## src/rtl/idx_access_pkg.sv

```systemverilog
package idx_access_pkg;

    localparam int DATA_W  = 8;
    localparam int ADDR_W  = 8;
    localparam int BANK_W  = 2;
    localparam int RAM_AW  = ADDR_W + BANK_W;
    localparam int NUM_PTR = 2;
    localparam int MODE_W  = 2;
    localparam int MODES_W = NUM_PTR * MODE_W;

    localparam logic [ADDR_W-1:0] A_WIN0    = 8'h00;
    localparam logic [ADDR_W-1:0] A_PTR0    = 8'h01;
    localparam logic [ADDR_W-1:0] A_MODE    = 8'h04;
    localparam logic [ADDR_W-1:0] A_WIN1    = 8'h08;
    localparam logic [ADDR_W-1:0] A_PTR1    = 8'h09;
    localparam logic [ADDR_W-1:0] A_BANK    = 8'h0F;
    localparam logic [ADDR_W-1:0] BANKED_LO = 8'h10;
    localparam logic [ADDR_W-1:0] BANKED_HI = 8'h17;

    typedef enum logic [2:0] {
        T_RAM, T_WIN0, T_WIN1, T_PTR0, T_PTR1, T_MODE, T_BANK
    } tgt_e;

    typedef struct packed {
        tgt_e              kind;
        logic [ADDR_W-1:0] addr;
    } tgt_t;

    typedef enum logic [MODE_W-1:0] {
        M_HOLD = 2'b00, M_INC = 2'b01, M_DEC = 2'b10, M_HOLD_ALT = 2'b11
    } step_e;

    function automatic tgt_e classify(input logic [ADDR_W-1:0] a);
        case (a)
            A_WIN0:  return T_WIN0;
            A_WIN1:  return T_WIN1;
            A_PTR0:  return T_PTR0;
            A_PTR1:  return T_PTR1;
            A_MODE:  return T_MODE;
            A_BANK:  return T_BANK;
            default: return T_RAM;
        endcase
    endfunction

    function automatic logic [ADDR_W-1:0] step_ptr(input logic [ADDR_W-1:0] p,
                                                   input logic [MODE_W-1:0] m);
        case (step_e'(m))
            M_INC:   return p + 1'b1;
            M_DEC:   return p - 1'b1;
            default: return p;
        endcase
    endfunction

    function automatic logic [RAM_AW-1:0] ram_map(input logic [ADDR_W-1:0] a,
                                                  input logic [BANK_W-1:0] bank);
        if (a >= BANKED_LO && a <= BANKED_HI)
            return {bank, a};
        return {{BANK_W{1'b0}}, a};
    endfunction

endpackage

```

## src/rtl/idx_resolve.sv

```systemverilog
module idx_resolve
    import idx_access_pkg::*;
(
    input  logic [ADDR_W-1:0] addr,
    input  logic [ADDR_W-1:0] ptr0,
    input  logic [ADDR_W-1:0] ptr1,
    output tgt_t              tgt,
    output logic              is_win,
    output logic              win_sel,
    output logic              is_null
);
    tgt_e              dir_kind;
    logic [ADDR_W-1:0] pval;

    always_comb begin
        dir_kind = classify(addr);
        is_win   = (dir_kind == T_WIN0) || (dir_kind == T_WIN1);
        win_sel  = (dir_kind == T_WIN1);
        pval     = win_sel ? ptr1 : ptr0;
        if (is_win) begin
            tgt.kind = classify(pval);
            tgt.addr = pval;
        end else begin
            tgt.kind = dir_kind;
            tgt.addr = addr;
        end
        is_null = is_win && ((tgt.kind == T_WIN0) || (tgt.kind == T_WIN1));
    end
endmodule

```

## src/rtl/idx_ptr_reg.sv

```systemverilog
module idx_ptr_reg
    import idx_access_pkg::*;
(
    input  logic              clk,
    input  logic              rst,
    input  logic              load,
    input  logic [ADDR_W-1:0] load_val,
    input  logic              step,
    input  logic [MODE_W-1:0] mode,
    output logic [ADDR_W-1:0] ptr
);
    always_ff @(posedge clk) begin
        if (rst)
            ptr <= '0;
        else if (load)
            ptr <= load_val;
        else if (step)
            ptr <= step_ptr(ptr, mode);
    end
endmodule

```

## src/rtl/idx_access_unit.sv

```systemverilog
module idx_access_unit
    import idx_access_pkg::*;
(
    input  logic              clk,
    input  logic              rst,
    input  logic              rd_en,
    input  logic [ADDR_W-1:0] rd_addr,
    output logic [DATA_W-1:0] rd_data,
    input  logic              wr_en,
    input  logic [ADDR_W-1:0] wr_addr,
    input  logic [DATA_W-1:0] wr_data,
    output logic              ram_re,
    output logic [RAM_AW-1:0] ram_raddr,
    input  logic [DATA_W-1:0] ram_rdata,
    output logic              ram_we,
    output logic [RAM_AW-1:0] ram_waddr,
    output logic [DATA_W-1:0] ram_wdata,
    output logic              z_set,
    output logic              status_hold,
    output logic [MODES_W-1:0] mode_bits
);
    logic [ADDR_W-1:0]  ptr_q [NUM_PTR];
    logic [ADDR_W-1:0]  ptr0_q, ptr1_q;
    logic [MODES_W-1:0] mode_q;
    logic [BANK_W-1:0]  bank_q;

    tgt_t rd_tgt, wr_tgt;
    logic rd_win, rd_sel, rd_null;
    logic wr_win, wr_sel, wr_null;
    logic wr_ok;

    assign ptr0_q = ptr_q[0];
    assign ptr1_q = ptr_q[1];

    idx_resolve u_rd_res (
        .addr(rd_addr), .ptr0(ptr0_q), .ptr1(ptr1_q),
        .tgt(rd_tgt), .is_win(rd_win), .win_sel(rd_sel), .is_null(rd_null)
    );

    idx_resolve u_wr_res (
        .addr(wr_addr), .ptr0(ptr0_q), .ptr1(ptr1_q),
        .tgt(wr_tgt), .is_win(wr_win), .win_sel(wr_sel), .is_null(wr_null)
    );

    assign wr_ok = wr_en && !wr_null;

    for (genvar n = 0; n < NUM_PTR; n++) begin : g_ptr
        logic do_step, do_load;
        localparam tgt_e PTR_KIND = (n == 0) ? T_PTR0 : T_PTR1;
        assign do_step = (rd_en && rd_win && (rd_sel == n[0]))
                      || (wr_en && wr_win && (wr_sel == n[0]));
        assign do_load = wr_ok && (wr_tgt.kind == PTR_KIND);
        idx_ptr_reg u_ptr (
            .clk(clk), .rst(rst),
            .load(do_load), .load_val(wr_data),
            .step(do_step), .mode(mode_q[n*MODE_W +: MODE_W]),
            .ptr(ptr_q[n])
        );
    end

    always_ff @(posedge clk) begin
        if (rst) begin
            mode_q <= '0;
            bank_q <= '0;
        end else if (wr_ok) begin
            if (wr_tgt.kind == T_MODE) mode_q <= wr_data[MODES_W-1:0];
            if (wr_tgt.kind == T_BANK) bank_q <= wr_data[BANK_W-1:0];
        end
    end

    always_comb begin
        case (rd_tgt.kind)
            T_RAM:   rd_data = ram_rdata;
            T_PTR0:  rd_data = ptr0_q;
            T_PTR1:  rd_data = ptr1_q;
            T_MODE:  rd_data = {{(DATA_W-MODES_W){1'b0}}, mode_q};
            T_BANK:  rd_data = {{(DATA_W-BANK_W){1'b0}}, bank_q};
            default: rd_data = '0;
        endcase
    end

    assign ram_re      = rd_en && (rd_tgt.kind == T_RAM);
    assign ram_raddr   = ram_map(rd_tgt.addr, bank_q);
    assign ram_we      = wr_ok && (wr_tgt.kind == T_RAM);
    assign ram_waddr   = ram_map(wr_tgt.addr, bank_q);
    assign ram_wdata   = wr_data;
    assign z_set       = rd_en && rd_null;
    assign status_hold = wr_en && wr_null;
    assign mode_bits   = mode_q;
endmodule

```

## config.mk

```make
export PLATFORM = sky130hd
export DESIGN_NAME = idx_access_unit
export DESIGN_NICKNAME = d
export VERILOG_FILES = /design/src/rtl/idx_access_pkg.sv /design/src/rtl/idx_resolve.sv /design/src/rtl/idx_ptr_reg.sv /design/src/rtl/idx_access_unit.sv
export SDC_FILE = /design/constraint.sdc
export NUM_CORES = 1
export LEC_CHECK = 0
export BUFFER_PORTS_ARGS = -buffer_cell sky130_fd_sc_hd__buf_2
export CAP_MARGIN = 25
export CELL_PAD_IN_SITES_DETAIL_PLACEMENT = 0
export CELL_PAD_IN_SITES_GLOBAL_PLACEMENT = 1
export CORE_MARGIN = 1
export CORE_UTILIZATION = 38
export CTS_CLUSTER_SIZE = 14
export DETAILED_ROUTE_END_ITERATION = 10
export PLACE_DENSITY = 0.84
export SLEW_MARGIN = 15
export SYNTH_ARGS = -nofsm -noshare
export SYNTH_HDL_FRONTEND = slang
export SYNTH_HIERARCHICAL = 1
export SYNTH_SLANG_ARGS = --single-unit
```

## constraint.sdc

```tcl
create_clock -name clk -period 4.6 [get_ports clk]
set_clock_uncertainty 0.2 [all_clocks]
set_input_delay 0.46 -clock clk [delete_from_list [all_inputs] [get_ports clk]]
set_output_delay 0.46 -clock clk [all_outputs]
set_load 0.01 [all_outputs]
```

==> impl_metrics.yaml, run 1 <==
run_status:
  run_status: "completed"
final_layout:
  final_common_cell: "buf_2"
  area_delta_synth_final_pct: 14.5
  final_area_um2: 3380
  fin_nets: 484
  mostFrequentLayoutCells: "buf_2 (79), nand2_1 (27), o21ai_0 (24), dfxtp_1 (22), nor2_1 (21)"
  drive_gt1_share_pct: 23.6
  n_fill_cell: 768
  antennaDiodeCount: 0
placement:
  port_buffers: 79
  postPlaceCellArea_um2: 3320
  dpl.hpwl_um: 6870
  gp_congestion: 0.847
logic_synthesis:
  ys_async_sr_fraction_pct: 0
  postSynthCellCount: 394
  synth_edf_count: 0
  ys_types: 58
  syn_nets: 432
  ys_ff_latch: 22
  syn_area_um2: 2950
  ys_seq_area_share_pct: 14.9
  synth_top_area_share_pct: 14.9
  yosys.area.top_type: "dfxtp_1"
  synthTopCellsByArea: "dfxtp_1 (15%), mux2i_1 (6.1%), nor4b_1 (5.0%), o21ai_0 (4.2%), o21bai_1 (3.6%)"
  ys_dominant_reg_cell: "dfxtp_1"
  ys_warn_count: 6
  synth_area_per_cell_um2: 7.48
timing:
  hold_violations: 0
  relSlewSlack_pct: 38.0
  setup_violations: 0
  fin_crit_ps: 3870
  setup-tns-final_ps: 0
  finalMaxSlewViolations: 0
  rsz0062_at_grt: "no"
  finalCritPeriodShare_pct: 84.1
  fmax_mhz: 258
  worstMarginPinSlew_ps: 929
flow_run:
  drv_cap: 0
pwr:
  leakagePower_nw: 1.34
  powerDensity_nw_per_um2: 128
  peakVddDrop_uv: 112
setup_path:
  required_ps: 3940
  cp_slowest_cell: "dfxtp_1"
  worstPathMaxFanout: 22
  reg2reg_depth: 11
  critPathKind: "flip-flop to output pin"
  slowest_delay_ps: 930
  critPathArrivalTime_ps: 3210
  crit_chain: "and4_1, nor3_1, o22a_1, o21ai_0, and2_1, nor2b_1, a22o_1, buf_2"
  crit_path_start_kind: "flip-flop"
  end_kind: "output pin"
drt:
  drtPass1Iterations: 5
  drt_iter0_drc: 271
  ant_nets: 0
  wl_per_cell_um: 17.2
  vias: 3326
  wirelength_um: 9350
  viasPerCell: 6.11
  drc: 0
global_route:
  grt_start_max_net_pins: 35
  grt_pass1_wl_um: 15100
  grt_pass1_vias: 3004
  antenna_found_initial: 0
  grt_usage_pct: 22.5
  overflow: 0
clock_network:
  clock_latency_ps: 260
  cts_tree: "yes"
  cts_buffers: 3
  post-cts-setup-buffers: 0
  cts_resized: 0
  hold_buffers: 0
  cts_num_sinks: 22
  clockRootBuffer: "clkbuf_8"
  clk_pin_slew_ps: 80
  h-tree-depth: 1
  clk_path_buf_depth: 2
floorplan:
  dieArea_um2: 8120
  initial_utilization_pct: 40.0
  rows: 31
  core_um2: 7370
  dieHeight_um: 90.1
  pin_count: 80
  die_x_um: 90.1
min_path:
  min_path_cells: 3
  hp-class: "input port to flip-flop"
-- metal layers --
layer | part of all wire [%] | vias up | track usage (%) | routed length (um)
li1 | - | 1623 | - | -
met1 | 47 | 1566 | 31.4 | 4420
met2 | 45 | 124 | 36.5 | 4220
met3 | 6.2 | 13 | 2.79 | 578
met4 | 1.4 | 0 | 5.24 | 131
met5 | 0 | - | 0 | 0
-- cells by family (layout without fill, tap and decap cells) --
family,Yosys count,count (layout),share of synthesized area (%)
mux,20,20,6.87
xor+xnor,14,14,4.16
buf+inv,43,94,6.87
simple gates,182,182,38.0
fa+ha+maj,2,2,0.848
flops,22,22,14.9
compound gates,111,111,28.3
-- power by group --
group / switching, mW / internal [mW]
logic: 0.0572 / 0.0437
clock network: 0.0614 / 0.0761
registers: 0.00171 / 0.191
total: 0.120 / 0.310
-- stage by stage --
step	utilization, %	total power [mW]	worst slack, ps	std cells	hold WS, ps
after floorplan	-	0.257	1070	394	265
after global placement	45.1	0.296	769	540	337
final	45.8	0.431	731	544	304
after global routing	45.8	0.451	490	544	298
after detailed placement	45.1	0.297	695	540	341
after CTS	45.8	0.434	772	544	303
-- cells in the mapped netlist (3+ instances only) --
| master | instances |
|---|---|
| nand2_1 | 27 |
| o21ai_0 | 25 |
| dfxtp_1 | 22 |
| nor2_1 | 21 |
| clkbuf_1 | 19 |
| mux2i_1 | 18 |
| nor4b_1 | 17 |
| nand3_1 | 15 |
| o21bai_1 | 14 |
| nor4_1 | 12 |
| xnor2_1 | 12 |
| nor3_1 | 11 |
| and2_1 | 10 |
| buf_2 | 9 |
| nand2b_1 | 9 |
| a31oi_1 | 8 |
| buf_4 | 8 |
| a21oi_1 | 7 |
| inv_1 | 7 |
| nand3b_1 | 7 |
| nor2b_1 | 7 |
| a211oi_1 | 6 |
| a311oi_1 | 6 |
| and3_1 | 6 |
| and4_1 | 6 |
| o211ai_1 | 6 |
| or3_1 | 6 |
| nor3b_1 | 5 |
| a211o_1 | 4 |
| a311o_1 | 4 |
| a32oi_1 | 4 |
| nand4_1 | 4 |
| o211a_1 | 4 |
| or4_4 | 4 |
| a221oi_1 | 3 |
| a22oi_1 | 3 |
-- final cells by class --
cell class	instances	area (um2)	share of cell area [%]
repair buffers	83	425	12.6
well taps	99	124	3.67
multi-input cells	329	2310	68.3
clock buffers	4	55.1	1.63
flip-flops and latches	22	440	13.0
inverters	7	26.3	0.778
-- critical path: cells and delay by family, from the launching register on --
family,cells,cell delay [ps]
simple gates,4,940
flops,1,930
compound gates,3,930
buf+inv,1,130
-- worst paths after layout --
path	startpoint	to	slack, ps
worst min-delay path	wr_data[5]	g_ptr[1].u_ptr/ptr[5]$_SDFFE_PP0P_	300
worst max-delay path	g_ptr[0].u_ptr/ptr[1]$_SDFFE_PP0P_	rd_data[3]	730
worst max register to register	g_ptr[0].u_ptr/ptr[1]$_SDFFE_PP0P_	g_ptr[1].u_ptr/ptr[3]$_SDFFE_PP0P_	950
worst min register to register	bank_q[0]$_SDFFE_PP0P_	bank_q[0]$_SDFFE_PP0P_	350
-- registers in the layout (all words and copies together) (netlist names) --
name and flops:
bank_q 2, g_ptr.u_ptr/ptr 16, mode_bits 4
No activity file was read; power rests on OpenSTA's default activity.
==> run 2: changes to the inputs <==
==> constraint.sdc (replaced) <==
create_clock -name clk -period 4 [get_ports clk]
set_clock_uncertainty 0.2 [all_clocks]
set_input_delay 0.4 -clock clk [delete_from_list [all_inputs] [get_ports clk]]
set_output_delay 0.4 -clock clk [all_outputs]
set_load 0.01 [all_outputs]
==> run 2 against run 1 <==
Critical path depth is 1 higher. Setup slack worse by 380 ps. Flip-flop and latch count stayed put. Utilization is 2.2 points higher. Clock-buffer cell count is 1 lower. Die area stayed put. Routed wire length is 6.8% higher. Global-route usage is 1.3 points higher. Clock power is 52% higher. Critical path type is now input port to output pin. Largest power group unchanged.
==> impl_metrics.yaml, run 2 (same netlist as run 1, synthesis figures left out) <==
run_status:
  run_status: "completed"
final_layout:
  fin_nets: 503
  final_util_pct: 48.0
  mostFrequentLayoutCells: "buf_2 (79), nand2_1 (27), o21ai_0 (24), buf_4 (23), dfxtp_1 (22)"
  largest-register: "g_ptr.u_ptr/ptr"
  final_common_cell: "buf_2"
  largest_reg_flops: 16
  antennaDiodeCount: 0
  area_delta_synth_final_pct: 19.9
  drive_gt1_share_pct: 26.7
drt:
  ant_nets: 0
  wl_per_cell_um: 17.7
  drtPass1Iterations: 5
  wirelength_um: 9990
  viasPerCell: 6.06
  vias: 3409
  drc: 0
  drt_iter0_drc: 238
floorplan:
  dieHeight_um: 90.1
  pin_count: 80
  initial_utilization_pct: 40.0
  die_x_um: 90.1
  dieArea_um2: 8120
  core_um2: 7370
  rows: 31
clock_network:
  clockRootBuffer: "clkbuf_8"
  post-cts-setup-buffers: 0
  clk_path_buf_depth: 2
  cts_tree: "yes"
  h-tree-depth: 1
  cts_resized: 0
  cts_num_sinks: 22
  hold_buffers: 0
  clock_latency_ps: 260
  clk_pin_slew_ps: 80
  cts_buffers: 3
global_route:
  grt_pass1_vias: 3113
  grt_pass1_wl_um: 15900
  overflow: 0
  grt_usage_pct: 23.8
  grt_start_max_net_pins: 35
  antenna_found_initial: 0
timing:
  hold_violations: 0
  finalCritPeriodShare_pct: 91.1
  setup-tns-final_ps: 0
  fin_crit_ps: 3650
  rsz0062_at_grt: "no"
  relSlewSlack_pct: 52.8
  worstMarginPinSlew_ps: 704
  setup_violations: 0
  finalMaxSlewViolations: 0
  fmax_mhz: 274
pwr:
  leakagePower_nw: 1.44
  power_mw: 0.549
  peakVddDrop_uv: 173
  powerDensity_nw_per_um2: 155
setup_path:
  critPathArrivalTime_ps: 3050
  worstPathMaxFanout: 12
  reg2reg_depth: 10
  critPathKind: "input port to output pin"
  end_kind: "output pin"
  crit_path_start_kind: "input port"
  required_ps: 3400
flow_run:
  drv_cap: 0
placement:
  gp_congestion: 0.890
  port_buffers: 79
  dpl.hpwl_um: 7510
min_path:
  hp-class: "input port to flip-flop"
  min_path_cells: 3
==> run 2: cell types whose count changed in the layout (fill, tap and decap cells not counted) <==
cell / previous run / this run
buf_4: 4 / 23
bufinv_16: 0 / 1
clkbuf_8: 4 / 3
==> run 2: worst paths after layout <==
path / slack, ps / end / start
setup / recovery: 350 / ram_we / wr_addr[4]
hold reg to reg: 360 / bank_q[1]$_SDFFE_PP0P_ / bank_q[1]$_SDFFE_PP0P_
setup reg to reg: 750 / g_ptr[1].u_ptr/ptr[7]$_SDFFE_PP0P_ / g_ptr[1].u_ptr/ptr[7]$_SDFFE_PP0P_
hold / removal: 240 / mode_bits[3]$_SDFFE_PP0P_ / wr_data[3]
==> run 2: per-layer routing <==
metal  track usage [%]  wire length, um  vias to the layer above
li1                  -                -                     1670
met1              32.3             4700                     1560
met2              38.7             4480                      155
met3              3.55              567                       24
met4              7.39              240                        0
met5                 0                0                        -
==> run 2: cell type report <==
type	count	area, um2
clock buffers	3	41.3
clock inverters	1	30.0
fillers	780	3830
inverters	7	26.3
multi-input cells	329	2310
flip-flops and latches	22	440
well taps	99	124
repair buffers	102	568
==> run 2: power by group <==
part | internal, mW | switching, mW
Combinational | 0.0517 | 0.0668
Clock | 0.134 | 0.0761
Sequential | 0.219 | 0.00115
Total | 0.405 | 0.144
==> run 2: metrics by stage <==
stage	std cells	worst slack [ps]	hold slack, ps	instance area [um2]
floorplan	394	526	265	2950
global placement	559	373	338	3460
detailed placement	559	296	354	3460
CTS	563	393	232	3540
global route	563	260	240	3540
finish	563	355	240	3540
==> run 2: worst max-delay path, stage by stage <==
cell	delay, ps
buf_2	110
or4_4	540
or4_4	530
a221oi_4	250
a211oi_1	80
o211a_1	280
or3b_4	430
nor3_1	230
buf_2	190
